File: src/rtl/modem_pkg.sv
package modem_pkg;
  // Number of handshake lines in each direction
  localparam int NUM_LINES = 4;
  localparam int RD_W      = 2 * NUM_LINES;

  // Index of each status input inside the state/flag vectors
  localparam int ST_CTS = 0;
  localparam int ST_DSR = 1;
  localparam int ST_RI  = 2;
  localparam int ST_DCD = 3;

  // Index of each control bit inside the control register
  localparam int CB_DTR  = 0;
  localparam int CB_RTS  = 1;
  localparam int CB_OUT1 = 2;
  localparam int CB_OUT2 = 3;

  // Strobes from the port decoder to the datapath
  typedef struct packed {
    logic wrCtrl;
    logic rdStat;
  } modemStrobe_t;
endpackage

File: src/rtl/modem_sync.sv
module modem_sync #(
  parameter int WIDTH = 4,
  parameter int STAGES = 2,
  parameter logic [WIDTH-1:0] RST_VAL = '1
) (
  input  logic             clk,
  input  logic             rst,
  input  logic [WIDTH-1:0] din,
  output logic [WIDTH-1:0] dout
);
  logic [STAGES-1:0][WIDTH-1:0] stg;

  always_ff @(posedge clk) begin
    if (rst) begin
      stg <= {STAGES{RST_VAL}};
    end else begin
      stg[0] <= din;
      for (int k = 1; k < STAGES; k++) begin
        stg[k] <= stg[k-1];
      end
    end
  end

  assign dout = stg[STAGES-1];
endmodule

File: src/rtl/modem_ctrl.sv
module modem_ctrl
  import modem_pkg::*;
(
  input  logic                 regSel,
  input  logic                 wrEn,
  input  logic                 rdEn,
  input  logic [NUM_LINES-1:0] ctrlQ,
  input  logic [NUM_LINES-1:0] stateNow,
  input  logic [NUM_LINES-1:0] deltaQ,
  output modemStrobe_t         strb,
  output logic [RD_W-1:0]      rdData
);
  // Only the control register takes writes; only a status read clears flags
  always_comb begin
    strb.wrCtrl = wrEn & ~regSel;
    strb.rdStat = rdEn & regSel;
  end

  always_comb begin
    if (regSel) rdData = {stateNow, deltaQ};
    else        rdData = {{NUM_LINES{1'b0}}, ctrlQ};
  end
endmodule

File: src/rtl/modem_dpath.sv
module modem_dpath
  import modem_pkg::*;
#(
  parameter int SYNC_STAGES = 2
) (
  input  logic                 clk,
  input  logic                 rst,
  input  modemStrobe_t         strb,
  input  logic [NUM_LINES-1:0] wrData,
  input  logic [NUM_LINES-1:0] pinsN,     // index order: CTS, DSR, RI, DCD
  input  logic                 loopEn,
  input  logic                 msIntEn,
  output logic [NUM_LINES-1:0] ctrlQ,
  output logic [NUM_LINES-1:0] stateNow,
  output logic [NUM_LINES-1:0] deltaQ,
  output logic [NUM_LINES-1:0] evt,
  output logic [NUM_LINES-1:0] ctrlOutN,  // index order: DTR, RTS, OUT1, OUT2
  output logic                 msIrq
);
  logic [NUM_LINES-1:0] pinsSyncN;
  logic [NUM_LINES-1:0] loopState;
  logic [NUM_LINES-1:0] prevState;
  logic [NUM_LINES-1:0] deltaNext;

  modem_sync #(
    .WIDTH  (NUM_LINES),
    .STAGES (SYNC_STAGES),
    .RST_VAL({NUM_LINES{1'b1}})
  ) u_sync (
    .clk (clk),
    .rst (rst),
    .din (pinsN),
    .dout(pinsSyncN)
  );

  // Control register
  always_ff @(posedge clk) begin
    if (rst)              ctrlQ <= '0;
    else if (strb.wrCtrl) ctrlQ <= wrData;
  end

  // Internal feedback path used in loop mode
  always_comb begin
    loopState         = '0;
    loopState[ST_CTS] = ctrlQ[CB_RTS];
    loopState[ST_DSR] = ctrlQ[CB_DTR];
    loopState[ST_RI]  = ctrlQ[CB_OUT1];
    loopState[ST_DCD] = ctrlQ[CB_OUT2];
  end

  assign stateNow = loopEn ? loopState : ~pinsSyncN;

  always_ff @(posedge clk) begin
    if (rst) prevState <= '0;
    else     prevState <= stateNow;
  end

  // Per-line change detection; ring reports only active-to-inactive
  for (genvar i = 0; i < NUM_LINES; i++) begin : g_edge
    if (i == ST_RI) begin : g_trail
      assign evt[i] = prevState[i] & ~stateNow[i];
    end else begin : g_any
      assign evt[i] = prevState[i] ^ stateNow[i];
    end
  end

  // Sticky flags: a read clears, a same-cycle event wins over the clear
  always_comb begin
    deltaNext = (strb.rdStat ? '0 : deltaQ) | evt;
  end

  always_ff @(posedge clk) begin
    if (rst) deltaQ <= '0;
    else     deltaQ <= deltaNext;
  end

  assign ctrlOutN = loopEn ? '1 : ~ctrlQ;
  assign msIrq    = msIntEn & (|deltaQ);
endmodule

File: src/rtl/modem_ctl_stat.sv
module modem_ctl_stat
  import modem_pkg::*;
#(
  parameter int SYNC_STAGES = 2
) (
  input  logic                 clk,
  input  logic                 rst,
  input  logic                 regSel,
  input  logic                 wrEn,
  input  logic                 rdEn,
  input  logic [NUM_LINES-1:0] wrData,
  output logic [RD_W-1:0]      rdData,
  input  logic                 ctsN,
  input  logic                 dsrN,
  input  logic                 riN,
  input  logic                 dcdN,
  output logic                 dtrN,
  output logic                 rtsN,
  output logic                 out1N,
  output logic                 out2N,
  input  logic                 loopEn,
  input  logic                 msIntEn,
  output logic                 msIrq
);
  modemStrobe_t         strb;
  logic [NUM_LINES-1:0] ctrlVec;
  logic [NUM_LINES-1:0] stateVec;
  logic [NUM_LINES-1:0] deltaVec;
  logic [NUM_LINES-1:0] evtVec;
  logic [NUM_LINES-1:0] outVecN;
  logic [NUM_LINES-1:0] pinVecN;

  assign pinVecN = {dcdN, riN, dsrN, ctsN};

  modem_ctrl u_ctrl (
    .regSel  (regSel),
    .wrEn    (wrEn),
    .rdEn    (rdEn),
    .ctrlQ   (ctrlVec),
    .stateNow(stateVec),
    .deltaQ  (deltaVec),
    .strb    (strb),
    .rdData  (rdData)
  );

  modem_dpath #(
    .SYNC_STAGES(SYNC_STAGES)
  ) u_dpath (
    .clk     (clk),
    .rst     (rst),
    .strb    (strb),
    .wrData  (wrData),
    .pinsN   (pinVecN),
    .loopEn  (loopEn),
    .msIntEn (msIntEn),
    .ctrlQ   (ctrlVec),
    .stateNow(stateVec),
    .deltaQ  (deltaVec),
    .evt     (evtVec),
    .ctrlOutN(outVecN),
    .msIrq   (msIrq)
  );

  assign dtrN  = outVecN[CB_DTR];
  assign rtsN  = outVecN[CB_RTS];
  assign out1N = outVecN[CB_OUT1];
  assign out2N = outVecN[CB_OUT2];
endmodule

File: config.mk
export PLATFORM = sky130hd
export DESIGN_NAME = modem_ctl_stat
export DESIGN_NICKNAME = d
export VERILOG_FILES = /design/src/rtl/modem_pkg.sv /design/src/rtl/modem_sync.sv /design/src/rtl/modem_ctrl.sv /design/src/rtl/modem_dpath.sv /design/src/rtl/modem_ctl_stat.sv
export SDC_FILE = /design/constraint.sdc
export NUM_CORES = 1
export LEC_CHECK = 0
export ABC_AREA = 0
export BUFFER_PORTS_ARGS = -buffer_cell sky130_fd_sc_hd__clkbuf_2
export CAP_MARGIN = 10
export CORE_MARGIN = 2
export CORE_UTILIZATION = 40
export DETAILED_ROUTE_END_ITERATION = 16
export GPL_ROUTABILITY_DRIVEN = 0
export GPL_TIMING_DRIVEN = 0
export PLACE_DENSITY = 0.68
export SYNTH_ARGS = -nofsm -noshare
export SYNTH_HDL_FRONTEND = slang
export SYNTH_SLANG_ARGS = --single-unit
File: constraint.sdc
create_clock -name clk -period 0.94 [get_ports clk]
set_input_delay 0 -clock clk [delete_from_list [all_inputs] [get_ports clk]]
set_output_delay 0 -clock clk [all_outputs]
set_load 0.02 [all_outputs]
; Word-level counts from Yosys, hierarchy flattened
; Cells that the tools add are included.
[op_classes]
muxes = 4
bitwise_logic = 12
n_reduce_logical = 1
[ops]
columns = op, count
row1 = 2-to-1 mux 4 bit, 3
row2 = 2-to-1 mux 8 bit, 1
row3 = NOT 4 bit, 2
row4 = AND 1 bit, 4
row5 = OR 4 bit, 1
row6 = OR reduction 4 bit, 1
row7 = bitwise XOR 1 bit, 3
row8 = NOT 1 bit, 2
[word_totals]
ff_bits = 20
in_bits = 15
out_inout_bits = 13
wordCells = 22

; Longest topological paths before layout
; Gate-level depths: netlist of run 1.
[depth]
ltp_word = 5
mapped_depth = 5
depth_no_buf = 3

; Hierarchy
; Synthesis of run 1 repeated with hierarchy kept, for this count alone.
[hier_totals]
cells_unflattened = 98
hier_area_um2 = 974.7
[modules_own_cells]
columns = mod, instances, cells_each, area_per_inst_um2, seq_area_each_um2
row1 = modem_dpath, 1, 67, 616.8, 240.2
row2 = modem_sync, 1, 20, 240.2, 160.2
row3 = modem_ctrl, 1, 11, 117.6, 0.0

; Least setup slack after synthesis of run 1
; OpenSTA, ideal clock, no wires.
[synth_path]
kind = register -> register
startpoint = register u_dpath.ctrlQ[1]
endpoint = register u_dpath.deltaQ[0]
setup_ns = 0.075
arrival_ns = 0.902
path_slack_ns = -0.037
path_stages_with_launch = 4
path_buffers = 0
synth_period_minus_slack_ns = 0.977
cell_sequence = dfxtp_1 > nor2b_4 > or3_1 > a31oi_1
[synth_between]
elab_chain_cells = 3
[synth_rtl]
columns = element, line_no
row1 = "start, declared", modem_dpath.sv:13  ; output logic [NUM_LINES-1:0] ctrlQ,
row2 = "start signal, assigned", modem_dpath.sv:39  ; else if (strb.wrCtrl) ctrlQ <= wrData;
row3 = 2-to-1 mux 4 bit, modem_dpath.sv:51  ; assign stateNow = loopEn ? loopState : ~pinsSyncN;
row4 = bitwise XOR 1 bit, modem_dpath.sv:63  ; assign evt[i] = prevState[i] ^ stateNow[i];
row5 = OR 4 bit, modem_dpath.sv:69  ; deltaNext = (strb.rdStat ? '0 : deltaQ) | evt;
row6 = "end signal, assigned", modem_dpath.sv:74  ; else deltaQ <= deltaNext;
row7 = "end, declared", modem_dpath.sv:15  ; output logic [NUM_LINES-1:0] deltaQ,
; No other way between the ends.
; A chain may end at the register's enable or synchronous reset.

; Final worst setup path of run 1
[layout_path]
startpoint = register u_dpath.deltaQ[2]
endpoint = output port msIrq
[layout_between]
elab_chain_cells = 2
[layout_rtl]
columns = element, line_no
row1 = OR reduction 4 bit, modem_dpath.sv:78  ; assign msIrq = msIntEn & (|deltaQ);
row2 = AND 1 bit, modem_dpath.sv:78
row3 = "end, declared", modem_ctl_stat.sv:23  ; output logic msIrq
; No other way between the ends.

==> reports/summary.log, run 1 <==
[clock_tree] clk root buf sky130_fd_sc_hd__clkbuf_4
[setup_path] kind of critical path register to primary output
[synthesis] post-synthesis average cell area 10.0 um2
[pwr] leakage power figure 0.000570 uW
[detailed_routing] DRC violation total after the first TritonRoute iteration 7
[global_routing] global-route wire length before repair 3050 um
[setup_path] path depth of the worst reg2reg path 4
[sta] Hold Fails Final Rpt 0
[setup_path] startpoint type of the worst setup path register
[detailed_routing] total number of vias 703
[detailed_routing] first drt pass iteration count 4
[global_routing] number of antenna violations at the first check in global routing 0
[die] placement row count 16
[min_path] WHS Path Cells 4
[cells_and_area] FILL cells 168
[sta] final worst path period share 1.29
[global_routing] vias in the first global route 724
[sta] normalized max-slew margin 0.711
[placed_design] Detail Placement HPWL 1070 um
[die] x dimension of the die 49.6 um
[cells_and_area] Final Net Count 141
[setup_path] data arrival time of the worst path 1.21 ns
[die] top-level port count 28
[setup_path] CP endpoint kind primary output
[sta] final critical path time including I/O delays and setup 1.21 ns
[pwr] cell area power density 1320 mW/mm2
[min_path] Hold Path Origin rdEn
[synthesis] Syn Std Cell Area 832 um2
[outcome] result of the run finished with violations
[detailed_routing] average detailed-routed wire length per instance 12.0 um
[die] core box area 0.00196 mm2
[setup_path] worst setup slack for register-to-register paths -0.15 ns
[sta] worst clock skew 0.000376 ns
[run] number of max-cap violations 0
[clock_tree] number of levels the H-tree was split into 1
[clock_tree] clk sink count 20
[detailed_routing] routed wire length 1810 um
[sta] TNS Setup -1.75 ns
[synthesis] flop and latch count out of synthesis 20
[min_path] Min-Delay Endpoint u_dpath.deltaQ[2]
[detailed_routing] detail-routed via count per cell 4.66
[global_routing] global route total overflow 0
[cells_and_area] Area growth syn-to-layout 55.8%
[placed_design] number of buffer cells added on primary ports 25
[cells_and_area] share of post-route cells with drive strength above 1 0.540
[synthesis] number of distinct library cells after synthesis 22
[cells_and_area] number of diodes 0
[setup_path] FF-to-FF End u_dpath.deltaQ[3]
[global_routing] Total GRT Usage 0.165
[sta] worst slew pin tran 0.434 ns
[global_routing] largest net degree at the start of global routing 11
[pwr] sum of internal, switching and leakage power 1710 uW
[placed_design] count of placed standard cells including taps 135
[die] effective utilization at floorplan 0.424
[sta] count of endpoints failing setup in the final report 14
[synthesis] post-synthesis sequential area ratio 0.481
[cells_and_area] post-layout instance count excluding filler cells 151
[detailed_routing] remaining routing DRC violations 0
[synthesis] number of cells produced by synthesis 83
[die] overall die height 49.6 um
[synthesis] warning count from the yosys run 0
[die] Die Area 0.00246 mm2
[cells_and_area] core utilization of the finished layout 0.661
[synthesis] synthesized netlist net count 98
[setup_path] r2r startpoint u_dpath.u_sync.dout[3]
[setup_path] Worst Path Max Fanout 2
[detailed_routing] remaining antenna violation count after routing 0
[sta] setup repair after global routing missed its margin yes
[sta] Final Max Tran Viols 0
[outcome] failing checks setup timing
[pwr] Max VDD drop 0.000992 V
[clock_tree] TritonCTS buffer count 3
[clock_tree] clk slew on worst S/H paths 0.10 ns
[clock_tree] CTS tree done
[clock_tree] Max Buffers Root-to-Sink 2
[sta] Worst Setup Slack, final -0.272 ns
[setup_path] WP data required 0.94 ns
[min_path] min-delay worst type input pin to register
[sta] maximum clock frequency 825 MHz
[clock_tree] Clock Latency Late Sink 0.29 ns
critical path: stages (launching register included):
cell and delay, ns:
sky130_fd_sc_hd__dfxtp_2 0.33, sky130_fd_sc_hd__o41a_1 0.43, sky130_fd_sc_hd__clkbuf_8 0.16
cell families after synthesis:
| group | Yosys count | synth area share |
|---|---|---|
| buffers and inverters | 5 | 0.0346 |
| and+or+nand+nor | 41 | 0.316 |
| DFF | 20 | 0.481 |
| muxes | 8 | 0.102 |
| AOI/OAI and AO/OA | 9 | 0.0662 |
metal layers:
| metal | vias to the layer above | global-route usage | wire length [um] | share of wire |
|---|---|---|---|---|
| li1 | 363 | - | - | - |
| met2 | 26 | 0.293 | 902 | 0.50 |
| met3 | 4 | 0.0485 | 88 | 0.049 |
| met1 | 310 | 0.168 | 771 | 0.43 |
| met4 | 0 | 0.0972 | 49 | 0.027 |
| met5 | - | 0 | 0 | 0 |
final cells by class:
| class | instances | area (um2) | share of cell area |
|---|---|---|---|
| Sequential cell | 20 | 417 | 0.321 |
| Timing Repair Buffer | 38 | 335 | 0.259 |
| Buffer | 5 | 28.8 | 0.0222 |
| Clock buffer | 3 | 22.5 | 0.0174 |
| Multi-Input combinational cell | 58 | 459 | 0.354 |
| Tap cell | 27 | 33.8 | 0.0261 |
worst max path at each step:
| stage | from | endpoint | slack [ns] | depth (start not counted) |
|---|---|---|---|---|
| 2_1_floorplan | u_dpath.u_sync.dout[3] | rdData[7] | -0.03 | 2 |
| 3_5_place_dp | u_dpath.ctrlQ[0] | u_dpath.deltaQ[1] | -0.04 | 3 |
| 6_report | u_dpath.deltaQ[2] | msIrq | -0.27 | 2 |
| 4_1_cts | u_dpath.deltaQ[2] | msIrq | -0.28 | 2 |
| 5_1_grt | u_dpath.deltaQ[3] | msIrq | -0.33 | 2 |
| 3_3_place_gp | u_dpath.ctrlQ[0] | u_dpath.deltaQ[1] | -0.03 | 3 |
layout by cell type, fill, tap and decap left out, types with 4 or more instances in the layout:
| cell | Yosys | routed |
|---|---|---|
| sky130_fd_sc_hd__dlygate4sd3_1 | 0 | 8 |
| sky130_fd_sc_hd__buf_8 | 0 | 5 |
| sky130_fd_sc_hd__nor2_1 | 4 | 4 |
| sky130_fd_sc_hd__buf_6 | 1 | 6 |
| sky130_fd_sc_hd__dfxtp_1 | 20 | 13 |
| sky130_fd_sc_hd__mux2i_1 | 4 | 4 |
| sky130_fd_sc_hd__dfxtp_2 | 0 | 4 |
| sky130_fd_sc_hd__o21ai_0 | 4 | 4 |
| sky130_fd_sc_hd__buf_4 | 0 | 6 |
| sky130_fd_sc_hd__nand2_1 | 5 | 5 |
| sky130_fd_sc_hd__or2_2 | 8 | 8 |
| sky130_fd_sc_hd__nor3_1 | 4 | 4 |
| sky130_fd_sc_hd__nor3b_2 | 0 | 4 |
| sky130_fd_sc_hd__nor2b_4 | 3 | 4 |
| sky130_fd_sc_hd__clkbuf_2 | 1 | 13 |
metrics by stage:
step | instance area (um2) | hold slack (ns) | setup WS [ns]
floorplan | 841 | 0.104 | -0.0285
global placement | 1000 | 0.182 | -0.0310
detailed placement | 1000 | 0.185 | -0.0397
CTS | 1260 | 0.0421 | -0.283
global route | 1300 | 0.0802 | -0.326
finish | 1300 | 0.0523 | -0.272
sequential cells by signal, summed over array words and instances, names as in the netlist:
signal,cells
u_dpath.deltaQ,4
u_dpath.u_sync.dout,4
u_dpath.prevState,4
u_dpath.ctrlQ,4
u_dpath.u_sync.stg,4
cell usage after synthesis:
library cell / n / area (um2)
sky130_fd_sc_hd__o21ai_0: 4 / 20.0
sky130_fd_sc_hd__and2b_4: 1 / 10.0
sky130_fd_sc_hd__a31oi_1: 3 / 18.8
sky130_fd_sc_hd__nor2b_4: 3 / 41.3
sky130_fd_sc_hd__or2_2: 8 / 50.1
sky130_fd_sc_hd__nor3b_1: 4 / 30.0
sky130_fd_sc_hd__clkbuf_2: 1 / 5.00
sky130_fd_sc_hd__o41a_1: 1 / 11.3
sky130_fd_sc_hd__dfxtp_1: 20 / 400
sky130_fd_sc_hd__or3_1: 3 / 18.8
sky130_fd_sc_hd__nand2_1: 5 / 18.8
sky130_fd_sc_hd__mux2i_1: 4 / 40.0
sky130_fd_sc_hd__nor2b_1: 3 / 18.8
sky130_fd_sc_hd__nand2b_1: 4 / 25.0
sky130_fd_sc_hd__nor2_1: 4 / 15.0
sky130_fd_sc_hd__a21oi_1: 1 / 5.00
sky130_fd_sc_hd__and2b_1: 2 / 15.0
sky130_fd_sc_hd__buf_6: 1 / 11.3
sky130_fd_sc_hd__mux2_2: 4 / 45.0
sky130_fd_sc_hd__nor3_1: 4 / 20.0
sky130_fd_sc_hd__clkbuf_1: 2 / 7.51
sky130_fd_sc_hd__buf_2: 1 / 5.00
where the power goes:
group | switching, uW | total [uW] | internal [uW] | leakage [uW]
Sequential | 28.6 | 923 | 894 | 0.000169
Clock | 242 | 391 | 149 | 0.0000138
Combinational | 166 | 394 | 228 | 0.000388
Total | 437 | 1710 | 1270 | 0.000570
repair_timing:
item / CTS / global route
buffers inserted: 4 / 1
cloned: 0 / 0
gates resized for setup: 33 / 20
endpoints found under the setup margin: 12 / 16
pin swaps: 4 / 3
endpoints found under the hold margin: 8 / 0
hold buffers: 8 / 0
Note: power is estimated with default switching activity, not from simulation.
==> run 2: changes to the inputs <==
--- a/config.mk
+++ b/config.mk
@@ -13,7 +13,7 @@
 export DETAILED_ROUTE_END_ITERATION = 16
 export GPL_ROUTABILITY_DRIVEN = 0
 export GPL_TIMING_DRIVEN = 0
-export PLACE_DENSITY = 0.68
+export PLACE_DENSITY = 0.66
 export SYNTH_ARGS = -nofsm -noshare
 export SYNTH_HDL_FRONTEND = slang
 export SYNTH_SLANG_ARGS = --single-unit
==> constraint.sdc (replaced) <==
create_clock -name clk -period 1.3 [get_ports clk]
set_input_delay 0 -clock clk [delete_from_list [all_inputs] [get_ports clk]]
set_output_delay 0 -clock clk [all_outputs]
set_load 0.02 [all_outputs]
==> reports/summary.log, run 2 (synthesis gave the netlist of run 1 again) <==
[clock_tree] clk sink count 20
[global_routing] global-route wire length before repair 2660 um
[sta] worst slew pin tran 0.444 ns
[detailed_routing] routed wire length 1590 um
[clock_tree] CTS tree done
[sta] post-route worst hold slack 0.0526 ns
[detailed_routing] total number of vias 673
[pwr] share of total power in combinational logic 0.183
[clock_tree] TritonCTS buffer count 3
[sta] final worst path period share 0.921
[sta] maximum clock frequency 835 MHz
[sta] count of endpoints failing setup in the final report 0
[pwr] sum of internal, switching and leakage power 1160 uW
[sta] setup repair after global routing missed its margin no
[global_routing] vias in the first global route 667
[setup_path] WP data required 1.30 ns
[setup_path] startpoint type of the worst setup path register
[placed_design] number of buffer cells added on primary ports 25
[cells_and_area] share of post-route cells with drive strength above 1 0.403
[clock_tree] Max Buffers Root-to-Sink 2
[global_routing] number of antenna violations at the first check in global routing 0
[placed_design] worst slack at placement 0.229 ns
[pwr] cell area power density 1060 mW/mm2
[pwr] Clk network pwr share 0.239
[pwr] total net switching power 293 uW
[clock_tree] clk slew on worst S/H paths 0.10 ns
[sta] final critical path time including I/O delays and setup 1.20 ns
[detailed_routing] first drt pass iteration count 3
[cells_and_area] number of diodes 0
[global_routing] global route total overflow 0
[clock_tree] number of levels the H-tree was split into 1
[sta] Final Max Tran Viols 0
[cells_and_area] most frequent cells in the layout 26 x sky130_fd_sc_hd__clkbuf_2, 19 x sky130_fd_sc_hd__dfxtp_1, 8 x sky130_fd_sc_hd__or2_2, 8 x sky130_fd_sc_hd__dlygate4sd3_1, 5 x sky130_fd_sc_hd__nand2_1
[die] x dimension of the die 49.6 um
[detailed_routing] remaining antenna violation count after routing 0
[clock_tree] Post-CTS Setup Bufs 0
[cells_and_area] finished layout cell area 0.00109 mm2
[detailed_routing] average detailed-routed wire length per instance 10.9 um
[global_routing] largest net degree at the start of global routing 11
[min_path] min-delay worst type input pin to register
[outcome] result of the run finished, final reports clean
[cells_and_area] Final Net Count 136
[die] Die Area 0.00246 mm2
[setup_path] kind of critical path register to primary output
[die] overall die height 49.6 um
[die] top-level port count 28
[sta] Hold Fails Final Rpt 0
[run] number of max-cap violations 0
[cells_and_area] most common library cell in the layout ignoring fill and taps sky130_fd_sc_hd__clkbuf_2
[detailed_routing] detail-routed via count per cell 4.61
[setup_path] data arrival time of the worst path 1.20 ns
[cells_and_area] FILL cells 188
[global_routing] Total GRT Usage 0.139
[pwr] leakage power figure 0.000476 uW
[pwr] Flop pwr share 0.577
[die] effective utilization at floorplan 0.424
[placed_design] cell area after placement 991 um2
[setup_path] CP endpoint kind primary output
[placed_design] Detail Placement HPWL 1110 um
[sta] TNS Setup 0 ns
[detailed_routing] DRC violation total after the first TritonRoute iteration 10
[sta] normalized max-slew margin 0.704
[setup_path] Worst Path Max Fanout 3
[die] core box area 0.00196 mm2
[die] placement row count 16
[clock_tree] Clock Latency Late Sink 0.29 ns
[clock_tree] clk root buf sky130_fd_sc_hd__clkbuf_4
[sta] Worst Setup Slack, final 0.103 ns
[sta] worst clock skew 0.00526 ns
[pwr] switching share of power 0.253
[pwr] Power Internal 865 uW
[pwr] Max VDD drop 0.000711 V
[cells_and_area] Area growth syn-to-layout 31.6%
[detailed_routing] remaining routing DRC violations 0
[run 2: cell types whose count changed in the layout (fill, tap and decap cells not counted), moves of 3 or more]
cell / previous run / this run
sky130_fd_sc_hd__dfxtp_1: 13 / 19
sky130_fd_sc_hd__mux2_2: 1 / 4
sky130_fd_sc_hd__buf_8: 5 / 0
sky130_fd_sc_hd__dfxtp_2: 4 / 1
sky130_fd_sc_hd__clkbuf_2: 13 / 26
sky130_fd_sc_hd__dfxtp_4: 3 / 0
sky130_fd_sc_hd__mux2_4: 3 / 0
sky130_fd_sc_hd__buf_4: 6 / 0
sky130_fd_sc_hd__nor3b_2: 4 / 0
sky130_fd_sc_hd__nor3b_1: 0 / 4
sky130_fd_sc_hd__buf_6: 6 / 1
[run 2: final timing paths]
check / cells after the start / slack (ns) / end / startpoint
max: 2 / 0.10 / msIrq / u_dpath.deltaQ[2]
min: 4 / 0.05 / u_dpath.deltaQ[2] / rdEn
min reg2reg: 1 / 0.42 / u_dpath.u_sync.dout[1] / u_dpath.u_sync.stg[1]
max reg2reg: 3 / 0.23 / u_dpath.deltaQ[1] / u_dpath.ctrlQ[0]
[run 2: what timing repair did]
action,4_1_cts,5_1_grt
gates resized for setup,0,1
hold endpoints to repair,8,0
hold buffers,8,0
setup endpoints to repair,0,1
[run 2: worst max-delay path, cell delays in order, from the launching register on]
cell	delay [ns]
sky130_fd_sc_hd__dfxtp_1	0.33
sky130_fd_sc_hd__o41a_1	0.42
sky130_fd_sc_hd__clkbuf_2	0.16
[run 2: power by group through the flow]
stage          Combinational, uW  Clock, uW  Sequential [uW]
2_1_floorplan                140          0              676
3_3_place_gp                 191          0              681
3_5_place_dp                 195          0              683
4_1_cts                      216        290              669
5_1_grt                      233        313              673
6_report                     212        277              668
[run 2: layout make-up]
cell class	count	area [um2]	share of cell area
multi-input combinational	58	403	0.368
timing repair buffer	33	205	0.187
clock buffer	3	22.5	0.0206
buffer	5	28.8	0.0263
sequential	20	402	0.367
tap	27	33.8	0.0309
[run 2: routing by layer]
metal	wire length, um	part of all wire	vias up	GRT usage
li1	-	-	352	-
met1	781	0.49	298	0.162
met5	0	0	-	0
met3	97	0.061	0	0.0303
met4	0	0	0	0.0556
met2	708	0.45	23	0.244
[run 2: metrics by stage]
stage          instances  utilization
6_report             146        0.558
5_1_grt              146        0.558
4_1_cts              146        0.557
3_5_place_dp         135        0.505
3_3_place_gp         135        0.505
2_1_floorplan         83            -
